## config.mk

```make
export PLATFORM = sky130hd
export DESIGN_NAME = irq_prio_ctrl
export DESIGN_NICKNAME = d
export VERILOG_FILES = /design/src/rtl/irq_pkg.sv /design/src/rtl/irq_req_capture.sv /design/src/rtl/irq_rank_pick.sv /design/src/rtl/irq_prio_ctrl.sv
export SDC_FILE = /design/constraint.sdc
export NUM_CORES = 1
export LEC_CHECK = 0
export ABC_AREA = 0
export ABC_CLOCK_PERIOD_IN_PS = 3900
export BUFFER_PORTS_ARGS = -buffer_cell sky130_fd_sc_hd__buf_2
export CAP_MARGIN = 40
export CORE_UTILIZATION = 39
export CTS_CLUSTER_SIZE = 30
export DETAILED_ROUTE_END_ITERATION = 8
export PLACE_DENSITY_LB_ADDON = 0.1
export SLEW_MARGIN = 10
export SYNTH_ARGS = -nofsm -noshare
export SYNTH_HDL_FRONTEND = slang
export SYNTH_HIERARCHICAL = 1
export SYNTH_SLANG_ARGS = --single-unit
```

## constraint.sdc

```tcl
create_clock -name clk -period 3.9 [get_ports clk]
set_input_delay 0.78 -clock clk [delete_from_list [all_inputs] [get_ports clk]]
set_output_delay 0.78 -clock clk [all_outputs]
set_load 0.05 [all_outputs]
```

## src/rtl/irq_pkg.sv

```systemverilog
// Package: shared register addresses and setup-word bit positions for the
// priority interrupt controller. Assumes an 8-bit write data path.
package irq_pkg;
    localparam logic [1:0] ADDR_SETUP = 2'd0;
    localparam logic [1:0] ADDR_MASK  = 2'd1;
    localparam logic [1:0] ADDR_CMD   = 2'd2;
    localparam int BIT_LEVEL = 0;
    localparam int BIT_AUTO  = 1;
    localparam int BIT_ROT   = 2;
    localparam int BIT_EOI   = 5;
endpackage

```

## src/rtl/irq_req_capture.sv

```systemverilog
// Request capture: one request bit per input line. In level mode the bit
// follows the line. In edge mode it sets on a rising edge and drops when the
// line falls. A clear pulse from the acknowledge logic wins over both.
// Assumes irq lines are already synchronous to clk.
module irq_req_capture #(
    parameter int N = 8
) (
    input  logic         clk,
    input  logic         rst_n,
    input  logic [N-1:0] irq,
    input  logic         level_mode,
    input  logic [N-1:0] clr,
    output logic [N-1:0] req
);
    logic [N-1:0] prev_q;

    // Remember last cycle's line levels for edge detection.
    always_ff @(posedge clk) begin
        if (!rst_n) prev_q <= '0;
        else        prev_q <= irq;
    end

    for (genvar i = 0; i < N; i++) begin : g_bit
        // Update one request bit according to trigger mode.
        always_ff @(posedge clk) begin
            if (!rst_n)              req[i] <= 1'b0;
            else if (clr[i])         req[i] <= 1'b0;
            else if (level_mode)     req[i] <= irq[i];
            else if (!irq[i])        req[i] <= 1'b0;
            else if (!prev_q[i])     req[i] <= 1'b1;
        end
    end
endmodule

```

## src/rtl/irq_rank_pick.sv

```systemverilog
// Rank picker: finds the highest-priority set bit of a vector. The order
// starts at the input just after `lowest` and wraps around. Reports the
// winning index and its rank (0 = best). Assumes N is a power of two.
module irq_rank_pick #(
    parameter int N  = 8,
    parameter int IW = $clog2(N)
) (
    input  logic [N-1:0]  vec,
    input  logic [IW-1:0] lowest,
    output logic          any,
    output logic [IW-1:0] idx,
    output logic [IW-1:0] rank
);
    logic [IW-1:0] pos;

    // Scan from worst to best so the best match is assigned last.
    always_comb begin
        any  = 1'b0;
        idx  = '0;
        rank = '0;
        pos  = '0;
        for (int k = N - 1; k >= 0; k--) begin
            pos = lowest + IW'(1) + IW'(k);
            if (vec[pos]) begin
                any  = 1'b1;
                idx  = pos;
                rank = IW'(k);
            end
        end
    end
endmodule

```

## src/rtl/irq_prio_ctrl.sv

```systemverilog
// Priority interrupt controller top. It holds the setup, mask, in-service
// and rotation state and runs the two-strobe acknowledge sequence. Requests
// come from irq_req_capture; arbitration uses two irq_rank_pick instances,
// one for pending requests and one for in-service bits. Assumes ack is a
// one-cycle strobe per pulse and N is a power of two with VEC_W > log2(N).
module irq_prio_ctrl #(
    parameter int N     = 8,
    parameter int VEC_W = 8
) (
    input  logic             clk,
    input  logic             rst_n,
    input  logic [N-1:0]     irq_in,
    input  logic             cs,
    input  logic             wr_en,
    input  logic [1:0]       addr,
    input  logic [VEC_W-1:0] wdata,
    input  logic             ack,
    output logic             int_out,
    output logic [VEC_W-1:0] vec_out,
    output logic             vec_oe
);
    import irq_pkg::*;

    localparam int IW     = $clog2(N);
    localparam int BASE_W = VEC_W - IW;

    logic [BASE_W-1:0] base_q;
    logic              rotate_q, auto_eoi_q, level_q;
    logic [N-1:0]      mask_q, isr_q, isr_nxt, req_q, req_clr;
    logic [IW-1:0]     lowest_q, idx_q;
    logic              phase_q, hit_q;

    logic          req_any, isr_any, fwd;
    logic [IW-1:0] req_idx, req_rank, isr_idx, isr_rank;
    logic          wr_hit, setup_wr, mask_wr, eoi_wr, first_ack, second_ack;

    // Decode configuration writes and acknowledge phase.
    always_comb begin
        wr_hit     = cs && wr_en;
        setup_wr   = wr_hit && (addr == ADDR_SETUP);
        mask_wr    = wr_hit && (addr == ADDR_MASK);
        eoi_wr     = wr_hit && (addr == ADDR_CMD) && wdata[BIT_EOI];
        first_ack  = ack && !phase_q;
        second_ack = ack && phase_q;
    end

    irq_req_capture #(.N(N)) u_cap (
        .clk(clk), .rst_n(rst_n), .irq(irq_in), .level_mode(level_q),
        .clr(req_clr), .req(req_q)
    );

    irq_rank_pick #(.N(N), .IW(IW)) u_pick_req (
        .vec(req_q & ~mask_q), .lowest(lowest_q),
        .any(req_any), .idx(req_idx), .rank(req_rank)
    );

    irq_rank_pick #(.N(N), .IW(IW)) u_pick_isr (
        .vec(isr_q), .lowest(lowest_q),
        .any(isr_any), .idx(isr_idx), .rank(isr_rank)
    );

    // Forward a request only if it outranks everything in service.
    always_comb begin
        fwd = req_any && (!isr_any || (req_rank < isr_rank));
    end

    // Next in-service value and request clear for this cycle.
    always_comb begin
        isr_nxt = isr_q;
        req_clr = '0;
        if (first_ack && fwd) begin
            isr_nxt[req_idx] = 1'b1;
            req_clr[req_idx] = 1'b1;
        end
        if (second_ack && auto_eoi_q && hit_q) isr_nxt[idx_q] = 1'b0;
        if (eoi_wr && isr_any)                 isr_nxt[isr_idx] = 1'b0;
        if (setup_wr)                          isr_nxt = '0;
    end

    // Setup and mask registers.
    always_ff @(posedge clk) begin
        if (!rst_n) begin
            base_q     <= '0;
            rotate_q   <= 1'b0;
            auto_eoi_q <= 1'b0;
            level_q    <= 1'b0;
            mask_q     <= '0;
        end else begin
            if (setup_wr) begin
                base_q     <= wdata[VEC_W-1 -: BASE_W];
                rotate_q   <= wdata[BIT_ROT];
                auto_eoi_q <= wdata[BIT_AUTO];
                level_q    <= wdata[BIT_LEVEL];
            end
            if (mask_wr) mask_q <= wdata[N-1:0];
        end
    end

    // In-service register.
    always_ff @(posedge clk) begin
        if (!rst_n) isr_q <= '0;
        else        isr_q <= isr_nxt;
    end

    // Acknowledge sequencer: latch the winner on the first strobe.
    always_ff @(posedge clk) begin
        if (!rst_n) begin
            phase_q <= 1'b0;
            idx_q   <= IW'(N - 1);
            hit_q   <= 1'b0;
        end else if (first_ack) begin
            phase_q <= 1'b1;
            idx_q   <= fwd ? req_idx : IW'(N - 1);
            hit_q   <= fwd;
        end else if (second_ack) begin
            phase_q <= 1'b0;
        end
    end

    // Rotation pointer: the input whose service ends drops to the bottom.
    always_ff @(posedge clk) begin
        if (!rst_n)                                         lowest_q <= IW'(N - 1);
        else if (setup_wr)                                  lowest_q <= IW'(N - 1);
        else if (rotate_q && eoi_wr && isr_any)             lowest_q <= isr_idx;
        else if (rotate_q && second_ack && auto_eoi_q && hit_q) lowest_q <= idx_q;
    end

    // Drive outputs.
    always_comb begin
        int_out = fwd;
        vec_oe  = second_ack;
        vec_out = second_ack ? {base_q, idx_q} : '0;
    end
endmodule

```

==> impl_metrics.py, run 1 <==
metrics = {
    "status": {
        "status": "finished with violations",
        "violations": "negative setup slack",
    },
    "worst_hold_path": {
        "min_path_type": "flip-flop to flip-flop",
        "hold_depth": 1,
    },
    "place": {
        "placed_area_um2": 4980,
        "numPortBuffers": 32,
        "gp_congestion": 0.882,
        "dpl.hpwl_um": 9450,
    },
    "clocking": {
        "cts.sinks": 48,
        "cts_made_buffers": 5,
        "htree_levels": 2,
        "cts-root-buf": "clkbuf_8",
        "clockBufferDepth": 2,
        "path_clk_slew_ns": 0.08,
        "clock_latency_ns": 0.31,
        "cts_tree": "built",
    },
    "sta": {
        "hold_violations": 0,
        "setup_tns_ns": -0.0764,
        "rsz0062_at_grt": "yes",
        "fmax_mhz": 251,
        "timing.final.crit_period_ns": 3.98,
        "skew_ns": 0.00272,
        "finalCritPeriodShare_pct": 102,
        "drv_slew": 0,
        "fin_ws_ns": -0.0764,
        "slew_headroom_pct": 60.7,
        "tightestPinTransition_ns": 0.589,
        "setup_viol": 1,
    },
    "setup_path": {
        "start_kind": "flip-flop",
        "crit_arrival_ns": 3.20,
        "cp.depth": 14,
        "critPathMaxFanout": 7,
        "worstRegToRegCells": 15,
        "cp_top_family": "compound AO/OA/AOI/OAI gates",
        "rr_endpoint": "isr_q[4]$_SDFF_PP0_",
        "cp-end-kind": "output port",
        "critPathRequiredTime_ns": 3.12,
        "path_class": "flip-flop to output port",
        "setup.worst_path.end": "int_out",
        "reg2reg_from": "lowest_q[0]$_SDFFE_PP1P_",
        "crit_path_start": "lowest_q[0]$_SDFFE_PP1P_",
        "worstPathCellList": "buf_12 > ha_4 > buf_6 > xor3_2 > buf_4 > mux2i_2 > o21ai_0 > a31o_2 > a21oi_2 > nor2b_2 > o21a_1 > nor2_4 > inv_4 > buf_8",
        "regToRegSetupSlack_ns": 0.18,
        "path_buf_inv": 5,
        "max_stage_delay_ns": 0.48,
        "slowest_stage": "xor3_2",
    },
    "logic_synthesis": {
        "synthArstFlopShare_pct": 0,
        "synth_edf_count": 0,
        "synth_top_area_share_pct": 22.4,
        "synth.distinct_cells": 70,
        "ys_top_cells_by_area": "dfxtp_1 22%, mux4_2 9.5%, mux2_2 5.3%, mux2i_1 5.1%, nand2_1 4.9%",
        "ys.flop_type": "dfxtp_1",
        "yosysTopAreaCell": "dfxtp_1",
        "netlist_instances": 498,
        "yosysSeqAreaShare_pct": 22.4,
        "synthesis.nets": 527,
        "syn_area_per_cell_um2": 8.61,
        "syn-cell-area_um2": 4290,
        "yosys_warnings": 6,
        "yosys_register_bits": 48,
    },
    "finish": {
        "fillCellCount": 986,
        "nNetsFinal": 618,
        "layout-drive-gt1-share_pct": 39.2,
        "multi_input_area_um2": 3280,
        "seqCellArea_um2": 967,
        "area_growth_syn_to_layout_pct": 29.6,
        "final_area_um2": 5560,
        "finish.utilization_pct": 52.9,
        "diodes": 0,
    },
    "global_routing": {
        "antenna_found_initial": 0,
        "use_met1_pct": 31.4,
        "first_global_vias": 4023,
        "grt_pass1_wl_um": 20800,
        "grt_start_max_net_pins": 22,
        "overflow": 0,
        "use_met3_pct": 3.59,
        "busiest_layer": "met2",
        "grtUsageTotal_pct": 23.0,
        "gr-usage-met2_pct": 37.5,
    },
    "floorplan": {
        "start_util_pct": 40.8,
        "top_level_ports": 33,
        "fp-row-count": 37,
        "die_w_um": 107,
        "fp.dieH_um": 107,
        "coreArea_um2": 10500,
        "die_area_um2": 11400,
    },
    "pwr": {
        "power.leakage_nw": 2.40,
        "finalPower_mw": 1.53,
        "power_per_cell_area_nw_per_um2": 275,
        "peakVddDrop_uv": 297,
    },
    "routing": {
        "vias_per_cell": 5.85,
        "via_count": 4241,
        "dr.pass1.iters": 5,
        "first_iter_violations": 334,
        "drt_wl_total_um": 12800,
        "wl_per_cell_um": 17.6,
        "drc_errors": 0,
        "antenna_left": 0,
    },
    "job": {
        "drv_cap": 0,
    },
}
[repair_timing]
action / CTS / global route
endpoints found under the setup margin: 2 / 5
endpoints found under the hold margin: 0 / 0
pin swaps: 8 / 9
buffers inserted: 12 / 4
gates resized for setup: 46 / 14
gates cloned: 2 / 0
hold buffers: 0 / 0
[through the flow]
stage	hold WS, ns	std cells	setup WS, ns
5_1_grt	0.425	725	-0.218
3_5_place_dp	0.412	700	-0.132
3_3_place_gp	0.406	700	-0.0936
6_report	0.420	725	-0.0764
4_1_cts	0.424	721	-0.0579
2_1_floorplan	0.400	498	0.00509
[registers in the layout, summed over array words and instances, names as in the netlist]
name,flops
auto_eoi_q,1
base_q,5
hit_q,1
idx_q,3
isr_q,8
level_q,1
lowest_q,3
mask_q,8
phase_q,1
rotate_q,1
u_cap/prev_q,8
u_cap/req,8
[worst min-delay path by stage]
stage	from	endpoint	slack (ns)
floorplan	u_cap/prev_q[7]$_SDFF_PN0_	u_cap/req[7]$_SDFFE_PP0P_	0.40
global placement	u_cap/prev_q[4]$_SDFF_PN0_	u_cap/req[4]$_SDFFE_PP0P_	0.41
detailed placement	u_cap/prev_q[7]$_SDFF_PN0_	u_cap/req[7]$_SDFFE_PP0P_	0.41
CTS	u_cap/prev_q[7]$_SDFF_PN0_	u_cap/req[7]$_SDFFE_PP0P_	0.42
global route	u_cap/prev_q[6]$_SDFF_PN0_	u_cap/req[6]$_SDFFE_PP0P_	0.42
finish	u_cap/prev_q[7]$_SDFF_PN0_	u_cap/req[7]$_SDFFE_PP0P_	0.42
[worst register-to-register path: stages, from the launching register on]
cell and delay, ns:
dfxtp_4 0.39, buf_12 0.14, buf_12 0.12, mux4_2 0.61
mux2i_2 0.25, a32o_2 0.22, nor3b_4 0.20, nor3b_2 0.07
ha_2 0.19, nor3b_2 0.21, o21a_1 0.21, buf_4 0.12
buf_4 0.09, buf_4 0.14, o211ai_1 0.23, a2111oi_2 0.43
[report_power, final]
group	internal [mW]	switching [mW]	total [mW]
registers	0.516	0.0350	0.551
logic	0.267	0.295	0.562
clock network	0.252	0.163	0.416
total	1.04	0.493	1.53
[layout make-up]
| cell class | count | share of cell area, % |
|---|---|---|
| inverter | 35 | 2.41 |
| clock buffer | 5 | 1.24 |
| clock inverter | 2 | 1.08 |
| tap | 136 | 3.06 |
| timing repair buffer | 113 | 15.7 |
| multi-input combinational | 386 | 59.1 |
| sequential | 48 | 17.4 |
[cells in the final DEF (no fill, tap or decap), types with 6 or more instances in the layout]
cell type	synthesis	routed
dfxtp_1	48	45
a211oi_2	8	8
o21ai_0	12	12
a21oi_1	29	28
nor3b_2	5	8
a2111oi_2	6	6
o211ai_1	9	9
nor2_1	40	39
and3_1	9	9
buf_4	2	72
buf_2	13	31
inv_1	35	30
mux2_2	20	20
nand2_1	56	56
a311oi_1	6	6
nand3_1	7	6
nor2b_1	13	6
mux2i_1	22	19
nor2b_2	0	6
nor3_1	18	13
a211oi_1	10	10
mux4_2	18	18
[cell usage after synthesis, drive strengths merged (3+ instances only)]
cell type,number
dfxtp,48
a21oi,29
mux4,18
nand2b,3
a2111oi,8
mux2,24
and2,4
o211a,3
nor2b,13
o211ai,9
nand3,7
nand3b,5
mux2i,22
clkbuf,11
nor2,40
a211oi,18
nor3b,11
o21ai,13
o31ai,3
nand2,57
a221oi,5
nor3,18
and3,9
ha,6
a311oi,6
buf,18
o21a,4
inv,35
[per-layer routing]
| layer | routed length (um) | vias up |
|---|---|---|
| met3 | 692 | 17 |
| met2 | 5990 | 157 |
| met4 | 199 | 0 |
| met1 | 5900 | 2025 |
| li1 | - | 2042 |
| met5 | 0 | - |
[cell families (layout without fill, tap and decap cells)]
logic type,count (synthesis),count (layout),share of synthesized area [%]
XOR/XNOR,8,8,2.98
multiplexers,64,64,21.2
AND/OR/NAND/NOR,181,181,21.9
flip-flops,48,48,22.4
buffers and inverters,64,155,6.68
adder cells (fa/ha/maj),6,6,1.75
AO/OA/AOI/OAI,127,127,23.1
(Power assumes the default switching activity.)
==> inputs of run 2 (changes only) <==
--- a/config.mk
+++ b/config.mk
@@ -6,7 +6,7 @@
 export NUM_CORES = 1
 export LEC_CHECK = 0
 export ABC_AREA = 0
-export ABC_CLOCK_PERIOD_IN_PS = 3900
+export ABC_CLOCK_PERIOD_IN_PS = 4410
 export BUFFER_PORTS_ARGS = -buffer_cell sky130_fd_sc_hd__buf_2
 export CAP_MARGIN = 40
 export CORE_UTILIZATION = 39
==> constraint.sdc (replaced) <==
create_clock -name clk -period 4.41 [get_ports clk]
set_input_delay 0.882 -clock clk [delete_from_list [all_inputs] [get_ports clk]]
set_output_delay 0.882 -clock clk [all_outputs]
set_load 0.05 [all_outputs]
==> impl_metrics.py, run 2 (synthesis gave the netlist of run 1 again) <==
metrics = {
    "status": {
        "status": "finished clean",
    },
    "finish": {
        "finish.utilization_pct": 47.6,
        "final_area_um2": 5000,
        "stdcell_count": 679,
        "layout_common_cells": "56 x nand2_1, 46 x dfxtp_1, 39 x nor2_1, 34 x inv_1",
        "final_common_cell": "nand2_1",
        "fillCellCount": 1017,
        "diodes": 0,
        "layout-drive-gt1-share_pct": 30.4,
        "area_growth_syn_to_layout_pct": 16.6,
        "nNetsFinal": 571,
        "seqCellArea_um2": 966,
        "multi_input_area_um2": 3160,
    },
    "clocking": {
        "htree_levels": 2,
        "clock_latency_ns": 0.31,
        "cts_hold_buf": 0,
        "cts_tree": "built",
        "path_clk_slew_ns": 0.09,
        "cts-root-buf": "clkbuf_8",
        "clockBufferDepth": 2,
        "cts.sinks": 48,
        "cts_made_buffers": 5,
    },
    "global_routing": {
        "antenna_found_initial": 0,
        "grt_start_max_net_pins": 43,
        "grt_pass1_wl_um": 19500,
        "grtUsageTotal_pct": 21.8,
        "overflow": 0,
        "first_global_vias": 3725,
    },
    "sta": {
        "timing.final.crit_period_ns": 4.24,
        "tightestPinTransition_ns": 0.608,
        "slew_headroom_pct": 59.5,
        "rsz0062_at_grt": "no",
        "skew_ns": 0.00547,
        "finalCritPeriodShare_pct": 96.1,
        "whs_ns": 0.419,
        "fin_ws_ns": 0.173,
        "hold_violations": 0,
        "fmax_mhz": 236,
        "setup_viol": 0,
        "drv_slew": 0,
        "setup_tns_ns": 0,
    },
    "floorplan": {
        "coreArea_um2": 10500,
        "start_util_pct": 40.8,
        "fp-row-count": 37,
        "fp.dieH_um": 107,
        "top_level_ports": 33,
        "die_area_um2": 11400,
        "die_w_um": 107,
    },
    "pwr": {
        "combinationalPowerShare_pct": 34.0,
        "peakVddDrop_uv": 196,
        "netSwitchingFraction_pct": 34.9,
        "power_per_cell_area_nw_per_um2": 247,
        "clkPwrFrac_pct": 26.7,
        "switching_power_mw": 0.432,
        "power.leakage_nw": 2.12,
        "finalPower_mw": 1.24,
        "p_int_mw": 0.804,
        "seqPwrFrac_pct": 39.3,
    },
    "setup_path": {
        "max_stage_delay_ns": 0.37,
        "critPathRequiredTime_ns": 3.53,
        "crit_top_cell": "buf_4",
        "slowest_stage": "dfxtp_4",
        "path_class": "flip-flop to output port",
        "regToRegSetupSlack_ns": 0.67,
        "path_buf_inv": 5,
        "cp_top_family": "compound AO/OA/AOI/OAI gates",
        "critPathMaxFanout": 7,
        "start_kind": "flip-flop",
        "crit_arrival_ns": 3.35,
        "worstPathCellList": "buf_4 > ha_1 > buf_4 > xnor2_2 > buf_4 > mux2i_1 > o21ai_0 > a31o_2 > a21oi_1 > nor2b_1 > o21a_1 > nor2_4 > inv_2 > buf_6",
        "cp-end-kind": "output port",
    },
    "routing": {
        "drc_errors": 0,
        "dr.pass1.iters": 5,
        "first_iter_violations": 190,
        "vias_per_cell": 5.95,
        "antenna_left": 0,
        "wl_per_cell_um": 17.7,
        "drt_wl_total_um": 12000,
        "via_count": 4043,
    },
    "place": {
        "numPortBuffers": 32,
        "placed_area_um2": 4670,
        "dpl.hpwl_um": 9080,
        "place_ws_ns": 0.138,
        "gp_congestion": 0.917,
        "place_inst": 663,
    },
    "job": {
        "drv_cap": 0,
    },
    "worst_hold_path": {
        "min_path_type": "flip-flop to flip-flop",
    },
}
## run 2: power by group through the flow
| stage | registers, mW | clock network (mW) | logic [mW] |
|---|---|---|---|
| after floorplan | 0.480 | 0 | 0.295 |
| after global routing | 0.490 | 0.358 | 0.457 |
| after global placement | 0.496 | 0 | 0.386 |
| after detailed placement | 0.496 | 0 | 0.389 |
| after CTS | 0.486 | 0.341 | 0.393 |
| final | 0.486 | 0.330 | 0.419 |
## run 2: final cells by class
| cell class | count | share of cell area (%) |
|---|---|---|
| timing repair buffer | 66 | 9.04 |
| inverter | 35 | 2.63 |
| clock buffer | 5 | 1.38 |
| multi-input combinational | 386 | 63.3 |
| tap | 136 | 3.40 |
| clock inverter | 3 | 0.951 |
| sequential | 48 | 19.3 |
## run 2: worst paths after layout
path	start	endpoint	cells past startpoint
setup / recovery	lowest_q[0]$_SDFFE_PP1P_	int_out	14
hold / removal	u_cap/prev_q[3]$_SDFF_PN0_	u_cap/req[3]$_SDFFE_PP0P_	1
setup reg to reg	lowest_q[0]$_SDFFE_PP1P_	isr_q[3]$_SDFF_PP0_	10
hold reg to reg	u_cap/prev_q[3]$_SDFF_PN0_	u_cap/req[3]$_SDFFE_PP0P_	1
## run 2: metal layers
layer / wire (um) / GRT usage, % / vias to the layer above
met5: 0 / 0 / -
met4: 138 / 5.38 / 0
met3: 711 / 1.95 / 11
met2: 5590 / 35.6 / 156
met1: 5570 / 31.0 / 1928
li1: - / - / 1948
## run 2: what timing repair did
action	4_1_cts	5_1_grt
setup buffers	0	7
pin swaps	0	2
endpoints found under the setup margin	1	1
cloned	0	1
gates resized for setup	9	24
